`src/rtl/synth_tm_pkg.sv`:
```
package synth_tm_pkg;
  typedef enum logic [1:0] {
    CP_NORMAL = 2'b00,
    CP_SINK   = 2'b01,
    CP_SOURCE = 2'b10,
    CP_OFF    = 2'b11
  } cp_mode_e;

  localparam int unsigned CODE_W = 3;
endpackage

```
`src/rtl/stm_code_reg.sv`:
```
module stm_code_reg
  import synth_tm_pkg::*;
(
  input  logic              clk,
  input  logic              rst_n,
  input  logic [CODE_W-1:0] code_i,
  input  logic              pbit_i,
  output logic [CODE_W-1:0] code_q,
  output logic              pbit_q
);
  logic [CODE_W-1:0] code_d;
  logic              pbit_d;
  logic              load_en;

  assign load_en = 1'b1;

  always_comb begin
    code_d = code_q;
    pbit_d = pbit_q;
    if (load_en) begin
      code_d = code_i;
      pbit_d = pbit_i;
    end
  end

  always_ff @(posedge clk or negedge rst_n) begin
    if (!rst_n) begin
      code_q <= '0;
      pbit_q <= 1'b0;
    end else begin
      code_q <= code_d;
      pbit_q <= pbit_d;
    end
  end
endmodule

```
`src/rtl/stm_clk_watch.sv`:
```
module stm_clk_watch #(
  parameter int unsigned ACT_WIN = 16
) (
  input  logic clk,
  input  logic rst_n,
  input  logic pulse_i,
  output logic alive_o
);
  localparam int unsigned CNT_W = $clog2(ACT_WIN + 1);
  localparam logic [CNT_W-1:0] CNT_MAX = CNT_W'(ACT_WIN);

  logic [CNT_W-1:0] cnt_q, cnt_d;
  logic             cnt_en;

  assign cnt_en = pulse_i || (cnt_q < CNT_MAX);

  always_comb begin
    cnt_d = cnt_q;
    if (cnt_en) begin
      if (pulse_i) cnt_d = '0;
      else         cnt_d = cnt_q + 1'b1;
    end
  end

  always_ff @(posedge clk or negedge rst_n) begin
    if (!rst_n) cnt_q <= CNT_MAX;
    else        cnt_q <= cnt_d;
  end

  assign alive_o = (cnt_q < CNT_MAX);
endmodule

```
`src/rtl/stm_port_path.sv`:
```
module stm_port_path
  import synth_tm_pkg::*;
(
  input  logic              clk,
  input  logic              rst_n,
  input  logic [CODE_W-1:0] code_q,
  input  logic              pbit_q,
  input  logic              fdiv_pulse_i,
  input  logic              fref_pulse_i,
  output logic              half_q,
  output logic              port_oe_o
);
  logic half_d;
  logic fref_q, fref_d;

  always_comb begin
    half_d = half_q;
    if (fdiv_pulse_i) half_d = ~half_q;
    fref_d = fref_pulse_i;
  end

  always_ff @(posedge clk or negedge rst_n) begin
    if (!rst_n) begin
      half_q <= 1'b0;
      fref_q <= 1'b0;
    end else begin
      half_q <= half_d;
      fref_q <= fref_d;
    end
  end

  always_comb begin
    if (!code_q[2])                port_oe_o = pbit_q;
    else if (code_q[1:0] == 2'b00) port_oe_o = half_q;
    else                           port_oe_o = fref_q;
  end
endmodule

```
`src/rtl/stm_decode.sv`:
```
module stm_decode
  import synth_tm_pkg::*;
(
  input  logic [CODE_W-1:0] code_q,
  input  logic              clk_ok_i,
  input  logic              lock_raw_i,
  output logic [1:0]        cp_mode_o,
  output logic              fl_o
);
  logic     forced;
  cp_mode_e mode;

  assign forced = (code_q[1:0] != 2'b00) && clk_ok_i;

  always_comb begin
    mode = CP_NORMAL;
    fl_o = lock_raw_i;
    if (forced) begin
      mode = cp_mode_e'(code_q[1:0]);
      fl_o = (code_q[1:0] == 2'b11);
    end
  end

  assign cp_mode_o = mode;
endmodule

```
`src/rtl/synth_testmode_ctrl.sv`:
```
module synth_testmode_ctrl
  import synth_tm_pkg::*;
#(
  parameter int unsigned ACT_WIN = 16
) (
  input  logic       clk,
  input  logic       rst_n,
  input  logic [2:0] tmode_i,
  input  logic       port_bit_i,
  input  logic       lock_raw_i,
  input  logic       fdiv_pulse_i,
  input  logic       fref_pulse_i,
  output logic [1:0] cp_mode_o,
  output logic       fl_o,
  output logic       port_val_o,
  output logic       port_oe_o
);
  localparam int unsigned N_SRC = 2;

  logic [CODE_W-1:0] code_q;
  logic              pbit_q;
  logic              half_q;
  logic [N_SRC-1:0]  src_pulse;
  logic [N_SRC-1:0]  src_alive;
  logic              clk_ok;

  assign src_pulse = {fref_pulse_i, fdiv_pulse_i};

  stm_code_reg u_code (
    .clk(clk), .rst_n(rst_n), .code_i(tmode_i), .pbit_i(port_bit_i),
    .code_q(code_q), .pbit_q(pbit_q)
  );

  for (genvar g = 0; g < N_SRC; g++) begin : g_watch
    stm_clk_watch #(.ACT_WIN(ACT_WIN)) u_watch (
      .clk(clk), .rst_n(rst_n), .pulse_i(src_pulse[g]), .alive_o(src_alive[g])
    );
  end

  assign clk_ok = &src_alive;

  stm_decode u_dec (
    .code_q(code_q), .clk_ok_i(clk_ok), .lock_raw_i(lock_raw_i),
    .cp_mode_o(cp_mode_o), .fl_o(fl_o)
  );

  stm_port_path u_port (
    .clk(clk), .rst_n(rst_n), .code_q(code_q), .pbit_q(pbit_q),
    .fdiv_pulse_i(fdiv_pulse_i), .fref_pulse_i(fref_pulse_i),
    .half_q(half_q), .port_oe_o(port_oe_o)
  );

  assign port_val_o = 1'b0;
endmodule

```
`config.mk`:
```
export PLATFORM = sky130hd
export DESIGN_NAME = synth_testmode_ctrl
export DESIGN_NICKNAME = d
export VERILOG_FILES = /design/src/rtl/synth_tm_pkg.sv /design/src/rtl/stm_code_reg.sv /design/src/rtl/stm_clk_watch.sv /design/src/rtl/stm_port_path.sv /design/src/rtl/stm_decode.sv /design/src/rtl/synth_testmode_ctrl.sv
export SDC_FILE = /design/constraint.sdc
export NUM_CORES = 1
export LEC_CHECK = 0
export ABC_AREA = 0
export CAP_MARGIN = 40
export CORE_UTILIZATION = 50
export CTS_BUF_LIST = sky130_fd_sc_hd__clkbuf_4 sky130_fd_sc_hd__clkbuf_8
export DETAILED_ROUTE_END_ITERATION = 8
export MAX_ROUTING_LAYER = met4
export PLACE_DENSITY = 0.79
export SLEW_MARGIN = 40
export SYNTH_ARGS = -nofsm -noshare
export SYNTH_HDL_FRONTEND = slang
export SYNTH_SLANG_ARGS = --single-unit
```
`constraint.sdc`:
```
create_clock -name clk -period 1.9 [get_ports clk]
set_input_delay 0.285 -clock clk [delete_from_list [all_inputs] [get_ports clk]]
set_output_delay 0.285 -clock clk [all_outputs]
set_load 0.01 [all_outputs]
```
==> results.toml <==
[floorplan]
die_area_um2 = 1470
die_h_um = 38.4
rows = 12
initial_core_util_pct = 56.5
io_pins = 14
coreArea_um2 = 1170
die_w_um = 38.4

[route]
vias = 433
vias_per_cell = 5.03
drc_errors = 0
routedWlPerCell_um = 11.9
firstDrtPassIters = 3
antenna_left = 0
drt-total-wl_um = 1030
first_iter_violations = 11

[finish]
drive_above_1_share_pct = 19.4
n_antenna_cell = 0
n_fill_cell = 82
area_growth_pct = 28.2
nets = 84

[outcome]
status = "finished, final reports clean"

[sta]
slew_viol_final = 0
finalCriticalPeriod_ps = 1800
setup_tns_ps = 0
fin_skew_ps = 6.14
rsz0062_at_grt = "false"
holdWs_ps = 307
max_freq_mhz = 556
period_share_pct = 94.7
finalSetupViolations = 0
finalHoldViolations = 0

[worst_setup_path]
end_kind = "primary output"
arrival_ps = 1510
r2r_end = "g_watch[0].u_watch.cnt_q[2]"
endpoint = "cp_mode_o[1]"
crit_path_max_fanout = 3
critPathKind = "register to primary output"
reg2reg_slack_ps = 720
r2r_start = "g_watch[0].u_watch.cnt_q[4]"
r2r_cells = 4
critPathLaunchType = "register"
startpoint = "g_watch[0].u_watch.cnt_q[4]"
worstPathRequired_ps = 1620

[logic_synthesis]
synth.avg_cell_area_um2 = 12.3
ys.warnings.count = 0
synth_seq_cells = 16
syn_nets = 65
synth-edff-count = 0
yosysUniqueCellTypes = 19
synth_top_area_share_pct = 52.9
synth_area_leaders = "dfrtp_1 53%, dfstp_2 7.9%, nor2_1 6.8%"
synthMostInstantiatedCell = "dfrtp_1"
netlist_instances = 54
yosysTopAreaCell = "dfrtp_1"
synth_common_cells = "14 x dfrtp_1, 12 x nor2_1, 5 x xor2_1"
postSynth.asyncResetShare_pct = 100
synthFlopType = "dfrtp_1"
netlist_area_um2 = 662
seq_area_frac_synth_pct = 60.9

[clock_network]
h-tree-depth = 1
clock_path_buffers = 2
cts.clk_slew.worst_paths_ps = 90
cts_sinks = 16
cts_buffers = 3
tritoncts = "yes"
clock-root-buffer = "clkbuf_4"
insertion_delay_ps = 290

[pwr]
clkPwrFrac_pct = 29.2
p_comb_share_pct = 12.7
p_leak_nw = 0.397
seq_power_share_pct = 58.1
power.total_w = 0.000668
p_sw_w = 0.000155
p_int_w = 0.000513
ir_drop_mv = 0.447
p_per_area_nw_per_um2 = 787
swShare_pct = 23.2

[worst_hold_path]
hp-class = "primary input to async pin"

[grt]
grt_max_degree = 17
grtUsageTotal_pct = 18.5
grt_pass1_wl_um = 1660
overflow = 0
grt_pass1_vias = 413
antenna_found_initial = 0

[run]
max-cap-violations = 0

[place]
io_buffers = 12
dp_hpwl_um = 725
gp_congestion = 0.734
cells by family (layout without fill, tap and decap cells):
group	Yosys count	in the layout	synth area share (%)
compound gates	5	5	4.72
fa+ha+maj	2	2	3.78
flops	16	16	60.9
simple gates	19	19	15.1
mux	3	3	4.54
buf+inv	1	19	1.13
xor+xnor	7	7	9.26
other cells	1	1	0.567
worst min path at each step:
stage                              from                          end  slack (ps)  cells past startpoint
final                             rst_n                u_port.fref_q         310                      2
after CTS                         rst_n                u_port.fref_q         310                      2
after floorplan                   rst_n  g_watch[0].u_watch.cnt_q[0]         -10                      0
after global routing              rst_n                u_port.fref_q         310                      2
after global placement    u_port.half_q                u_port.half_q         460                      1
after detailed placement  u_port.half_q                u_port.half_q         460                      1
layout by cell type (no fill, tap or decap), drive strengths merged:
| master | instances |
|---|---|
| dfrtp | 14 |
| nor2 | 13 |
| clkdlybuf4s50 | 10 |
| xor2 | 5 |
| clkbuf | 4 |
| mux2i | 3 |
| buf | 3 |
| nand4b | 2 |
| xnor2 | 2 |
| a31oi | 2 |
| ha | 2 |
| dfstp | 2 |
| and2 | 2 |
| o21ai | 1 |
| a22o | 1 |
| a21oi | 1 |
| and2b | 1 |
| nor2b | 1 |
| conb | 1 |
| dlygate4sd2 | 1 |
| dlymetal6s2s | 1 |
registers in the layout, summed over array words and instances (netlist names):
| signal | cells |
|---|---|
| u_code.code_q | 3 |
| u_port.half_q | 1 |
| u_port.fref_q | 1 |
| g_watch.u_watch.cnt_q | 10 |
| u_code.pbit_q | 1 |
metal layers:
layer / vias to the layer above / global-route usage [%] / wire length (um)
met1: 201 / 20.8 / 474
li1: 216 / - / -
met3: 2 / 5.23 / 66
met2: 14 / 28.4 / 465
met5: - / - / 0
met4: 0 / 12.9 / 19
what timing repair did:
item / in CTS / in global routing
buffers inserted: 2 / 0
resized for setup: 2 / 1
endpoints found under the setup margin: 2 / 1
hold buffers: 0 / 0
critical path: stages, from the launching register on:
cell	delay, ps
dfstp_2	540
nor2_2	50
and2_2	180
clkdlybuf4s50_1	470
final cells by class:
type | instances | area (um2) | area share, %
clock buffers | 4 | 30.0 | 3.54
repair buffers | 15 | 144 | 17.0
well taps | 14 | 17.5 | 2.06
multi-input cells | 37 | 254 | 29.9
flip-flops and latches | 16 | 403 | 47.5
metrics by stage:
step	cells	util [%]	area (um2)	setup WS, ps
finish	86	72.4	848	101
global route	86	72.4	848	49.0
detailed placement	80	68.3	800	137
floorplan	54	-	662	586
CTS	86	72.2	846	18.3
global placement	80	68.3	800	161
power groups by stage:
stage               clock network [W]  logic [W]  registers [W]
CTS                          0.000204  0.0000871       0.000388
global placement                    0  0.0000851       0.000395
floorplan                           0  0.0000434       0.000390
detailed placement                  0  0.0000872       0.000394
finish                       0.000195  0.0000846       0.000388
global route                 0.000216  0.0000937       0.000392
(Power assumes the default switching activity.)
